File: config.mk
export PLATFORM = sky130hd
export DESIGN_NAME = shreg_reader
export DESIGN_NICKNAME = d
export VERILOG_FILES = /design/src/rtl/shrd_pkg.sv /design/src/rtl/shrd_timer.sv /design/src/rtl/shrd_collect.sv /design/src/rtl/shreg_reader.sv
export SDC_FILE = /design/constraint.sdc
export NUM_CORES = 1
export LEC_CHECK = 0
export ABC_AREA = 1
export CAP_MARGIN = 20
export CELL_PAD_IN_SITES_DETAIL_PLACEMENT = 1
export CELL_PAD_IN_SITES_GLOBAL_PLACEMENT = 1
export CORE_ASPECT_RATIO = 1.75
export CORE_UTILIZATION = 35
export CTS_CLUSTER_DIAMETER = 50
export CTS_CLUSTER_SIZE = 20
export DETAILED_ROUTE_END_ITERATION = 7
export DONT_BUFFER_PORTS = 1
export PLACE_DENSITY = 0.6
export RECOVER_POWER = 25
export SLEW_MARGIN = 20
export SYNTH_ARGS = -nofsm -noshare
export SYNTH_HDL_FRONTEND = slang
export SYNTH_SLANG_ARGS = --single-unit
File: constraint.sdc
create_clock -name clk -period 2.35 [get_ports clk]
set_clock_uncertainty 0.15 [all_clocks]
set_input_delay 0.47 -clock clk [delete_from_list [all_inputs] [get_ports clk]]
set_output_delay 0.47 -clock clk [all_outputs]
set_load 0.02 [all_outputs]
File: src/rtl/shrd_pkg.sv
package shrd_pkg;
  typedef enum logic [2:0] {
    ST_IDLE,
    ST_LOAD,
    ST_SETTLE,
    ST_CLO,
    ST_CHI
  } rd_state_e;

  function automatic int max_of(input int a, input int b);
    return (a > b) ? a : b;
  endfunction
endpackage

File: src/rtl/shrd_timer.sv
module shrd_timer #(
  parameter int CW = 8
) (
  input  logic          clk,
  input  logic          rst_n,
  input  logic          load,
  input  logic [CW-1:0] load_val,
  output logic          expired
);
  logic [CW-1:0] cnt_q;

  always_ff @(posedge clk or negedge rst_n) begin
    if (!rst_n)              cnt_q <= '0;
    else if (load)           cnt_q <= load_val;
    else if (cnt_q != '0)    cnt_q <= cnt_q - 1'b1;
  end

  assign expired = (cnt_q == '0);
endmodule

File: src/rtl/shrd_collect.sv
module shrd_collect #(
  parameter int NBITS = 8
) (
  input  logic             clk,
  input  logic             rst_n,
  input  logic             clear,
  input  logic             shift,
  input  logic             sin,
  output logic [NBITS-1:0] word,
  output logic             full
);
  localparam int NW = $clog2(NBITS + 1);

  logic [NW-1:0]    n_q;
  logic [NBITS-1:0] w_q;

  always_ff @(posedge clk or negedge rst_n) begin
    if (!rst_n) begin
      n_q <= '0;
      w_q <= '0;
    end else if (clear) begin
      n_q <= '0;
    end else if (shift) begin
      n_q <= n_q + 1'b1;
      w_q <= {w_q[NBITS-2:0], sin};
    end
  end

  assign word = w_q;
  assign full = (n_q == NW'(NBITS));
endmodule

File: src/rtl/shreg_reader.sv
module shreg_reader
  import shrd_pkg::*;
#(
  parameter int NBITS      = 8,
  parameter int LOAD_CYC   = 4,
  parameter int SETTLE_CYC = 4,
  parameter int CLKLO_CYC  = 4,
  parameter int CLKHI_CYC  = 4,
  parameter int IDLE_CYC   = 1000
) (
  input  logic             clk,
  input  logic             rst_n,
  input  logic             enable,
  input  logic             sdata,
  output logic             load_n,
  output logic             sck,
  output logic [NBITS-1:0] rx_data,
  output logic             rx_valid
);
  localparam int MAXD = max_of(max_of(max_of(LOAD_CYC, SETTLE_CYC),
                                      max_of(CLKLO_CYC, CLKHI_CYC)), IDLE_CYC);
  localparam int CW   = $clog2(MAXD + 1);

  rd_state_e        ps, ns;
  logic             t_load, t_exp;
  logic [CW-1:0]    t_val;
  logic             c_clear, c_shift, c_full, fin;
  logic [NBITS-1:0] c_word;

  shrd_timer #(.CW(CW)) u_tmr (
    .clk(clk), .rst_n(rst_n), .load(t_load), .load_val(t_val), .expired(t_exp)
  );

  shrd_collect #(.NBITS(NBITS)) u_col (
    .clk(clk), .rst_n(rst_n), .clear(c_clear), .shift(c_shift),
    .sin(sdata), .word(c_word), .full(c_full)
  );

  always_comb begin
    ns      = ps;
    t_load  = 1'b0;
    t_val   = '0;
    c_clear = 1'b0;
    c_shift = 1'b0;
    fin     = 1'b0;
    unique case (ps)
      ST_IDLE: if (t_exp && enable) begin
        ns = ST_LOAD; t_load = 1'b1; t_val = CW'(LOAD_CYC - 1); c_clear = 1'b1;
      end
      ST_LOAD: if (t_exp) begin
        ns = ST_SETTLE; t_load = 1'b1; t_val = CW'(SETTLE_CYC - 1);
      end
      ST_SETTLE: if (t_exp) begin
        c_shift = 1'b1;
        ns = ST_CLO; t_load = 1'b1; t_val = CW'(CLKLO_CYC - 1);
      end
      ST_CLO: if (t_exp) begin
        ns = ST_CHI; t_load = 1'b1; t_val = CW'(CLKHI_CYC - 1);
      end
      ST_CHI: if (t_exp) begin
        t_load = 1'b1;
        if (c_full) begin
          ns = ST_IDLE; t_val = CW'(IDLE_CYC - 1); fin = 1'b1;
        end else begin
          ns = ST_SETTLE; t_val = CW'(SETTLE_CYC - 1);
        end
      end
      default: ns = ST_IDLE;
    endcase
  end

  always_ff @(posedge clk or negedge rst_n) begin
    if (!rst_n) begin
      ps       <= ST_IDLE;
      load_n   <= 1'b1;
      sck      <= 1'b1;
      rx_valid <= 1'b0;
      rx_data  <= '0;
    end else begin
      ps       <= ns;
      load_n   <= (ns != ST_LOAD);
      sck      <= (ns != ST_CLO);
      rx_valid <= fin;
      if (fin) rx_data <= c_word;
    end
  end
endmodule

==> impl_metrics.yaml <==
clocking:
  clkLatencyLatePin_ps: 290
  cts.path.max_buffers: 2
  clock_transition_at_path_regs_ps: 70
  cts_htree_levels: 2
  root_buffer: "sky130_fd_sc_hd__clkbuf_8"
  buffer_count_from_post_cts_setup_fixing: 0
  clock_sink_count: 36
  clock_buffer_count_from_cts: 5
  clock_tree_from_tritoncts: "yes"
finish:
  final_nets: 196
  stdcell_count: 244
  area.growth.synth_to_final_pct: 8.99
  final_instance_area_sq_mm: 0.00194
  postLayoutCoreUtil: 0.393
  insertedDiodeCount: 0
  layout-drive-gt1-share: 0.174
synth:
  flop_and_latch_count_out_of_synthesis: 36
  post-synth-top-area-fraction: 0.478
  number_of_synthesis_warnings: 0
  ys_types: 29
  yosysSeqAreaShare: 0.507
  synth_area_sq_mm: 0.00178
  synth_top_cells_by_count: "40 x sky130_fd_sc_hd__nand2_1, 34 x sky130_fd_sc_hd__dfrtp_1, 25 x sky130_fd_sc_hd__inv_1"
  synth_area_per_cell_sq_um: 9.73
  yosys.area.top_type: "sky130_fd_sc_hd__dfrtp_1"
  synthCells: 183
  post_synth_main_area_contributors: "sky130_fd_sc_hd__dfrtp_1 48%, sky130_fd_sc_hd__nand2_1 8.4%, sky130_fd_sc_hd__inv_1 5.3%"
  synth.net_count: 190
  synth_edf_count: 0
  synthArstFlopShare: 1.00
  post-synth-top-count-cell: "sky130_fd_sc_hd__nand2_1"
  leading_register_cell_type_out_of_synthesis: "sky130_fd_sc_hd__dfrtp_1"
critical_path:
  worst_r2r_endpoint: "rx_data[5]"
  cp_cell_sequence: "inv_1 -> ha_1 -> nand2_4 -> nor2_8 -> nand4_4 -> nand2_1 -> o21ai_2"
  worstSetupStartpoint: "u_tmr.cnt_q[0]"
  critical_path_rt_ps: 2370
  critical_path_depth: 7
  timing.rr.start: "u_tmr.cnt_q[0]"
  worst_path_dominant_cell_family: "simple AND/OR/NAND/NOR gates"
  critical-path-slowest-cell: "sky130_fd_sc_hd__dfrtp_1"
  cp.buffers_inverters: 1
  end_kind: "flip-flop"
  arrival_ps: 1930
  reg2reg_depth: 7
  cp_slowest_stage_delay_ps: 410
  critPathCapture: "rx_data[5]"
  critical_path.max_fanout: 21
  class_of_the_most_critical_setup_path: "reg2reg"
  startpoint_type: "flip-flop"
  rrSetupSlack_ps: 440
drt:
  drtPass1Iterations: 3
  vias_per_cell: 4.94
  drc: 0
  route.antenna.remaining_nets: 0
  num_vias: 1206
  totalWireLength_mm: 3.51
  detail_route.iter0.violations: 17
  wl_per_cell_um: 14.4
timing:
  min_period_ps: 1910
  setup_violations: 0
  achievable-frequency_mhz: 525
  count_of_pins_over_their_slew_limit: 0
  post-route-worst-setup-slack_ps: 445
  finalHoldViolCount: 0
  setup_tns_after_final_layout_ps: 0
  rsz0062_at_grt: "no"
  max-slew-margin-rel: 0.409
  finalCritPeriodShare: 0.811
  worst-slew-pin-transition_ps: 887
power_and_ir_drop:
  worst_ir_drop_vdd_v: 0.000482
  cellPowerDensity_mw_per_mm2: 611
  p_leak_nw: 0.989
place:
  dpl_cell_area_sq_mm: 0.00181
  preCtsSetupSlack_ps: 407
  placed_cells: 234
  gp_routability_congestion: 0.776
  hpwl_mm: 2.56
  buffer_ports.inserted: 0
floorplan:
  row_cnt: 34
  core_area_sq_mm: 0.00493
  die-area_sq_mm: 0.00539
  initial_core_util: 0.361
  floorplan.die.height_um: 96.4
  io-pin-count: 15
  die_w_um: 55.9
hold_path:
  worst_hold_path_type: "in2reg"
  min_delay_path_depth: 2
run:
  cap_viol_max_count: 0
grt:
  globalRouteOverflowTotal: 0
  grt_pass1_vias: 1338
  grt_antenna_before_repair: 0
  groute.usage.overall: 0.155
  largest_net_degree_at_the_start_of_global_routing: 37
  first_pass_grt_wire_length_mm: 6.24
status:
  outcome: "finished, final reports clean"
==> worst min-delay path by stage <==
| stage | slack (ps) | to | from |
|---|---|---|---|
| floorplan | 20 | ps[0] | rst_n |
| global placement | 30 | ps[1] | rst_n |
| detailed placement | 30 | ps[1] | rst_n |
| CTS | 180 | u_col.word[0] | sdata |
| global route | 200 | u_col.word[0] | sdata |
| finish | 190 | u_col.word[0] | sdata |
==> per-stage QoR <==
| stage | total power [W] | hold slack (ps) |
|---|---|---|
| 2_1_floorplan | 0.000643 | 24.4 |
| 3_3_place_gp | 0.000644 | 25.4 |
| 3_5_place_dp | 0.000645 | 25.2 |
| 4_1_cts | 0.00121 | 185 |
| 5_1_grt | 0.00123 | 204 |
| 6_report | 0.00119 | 192 |
==> cell type report <==
cell class / instances / area, sq um
fill: 581 / 2990
clock buffer: 5 / 68.8
multi-input combinational: 117 / 738
sequential: 36 / 903
clock inverter: 3 / 42.5
timing repair buffer: 3 / 22.5
tap: 54 / 67.6
inverter: 26 / 97.6
==> power breakdown <==
group          internal (W)  switching [W]
Clock              0.000314       0.000227
Sequential         0.000623     0.00000420
Combinational    0.00000366      0.0000153
Total              0.000940       0.000246
==> cell usage in the layout, fill, tap and decap left out, drive strengths merged <==
cell and instances:
nor2 13, nand3b 2, ha 3, o21ai 24
dfstp 2, a21oi 2, nand2 44, o211ai 1
o22ai 1, inv 26, xnor2 4, nor3 4
bufinv 1, xor2 6, nand4 2, dlygate4sd3 1
clkbuf 6, clkinv 1, dfrtp 34, nand3 11
buf 1, clkinvlp 1
==> cell families after synthesis <==
logic type | count (synthesis) | synth area share
AND/OR/NAND/NOR | 76 | 0.253
flip-flops | 36 | 0.507
buffers and inverters | 30 | 0.0780
AO/OA/AOI/OAI | 28 | 0.0914
XOR/XNOR | 10 | 0.0492
adder cells (fa/ha/maj) | 3 | 0.0211
==> registers in the layout, summed over array words and instances, names as in the netlist <==
signal,cells
rx_valid,1
u_col.n_q,4
u_col.word,8
load_n,1
sck,1
u_tmr.cnt_q,10
rx_data,8
ps,3
==> worst reg2reg max path: cells and delay by family, from the launching register on <==
kind / cells / cell delay [ps]
buffers and inverters: 1 / 70
and+or+nand+nor: 4 / 840
adders and majority gates: 1 / 260
AOI/OAI and AO/OA: 1 / 70
DFF: 1 / 410
==> routing by layer <==
layer	vias up	GRT usage	share of wire
li1	589	-	-
met1	593	0.165	0.40
met2	17	0.281	0.54
met3	7	0.0309	0.027
met4	0	0.0915	0.032
met5	-	0	0
==> repair_timing <==
action	4_1_cts	5_1_grt
hold buffers	2	0
resized for setup	0	0
endpoints found under the hold margin	36	0
(Power assumes the default switching activity.)
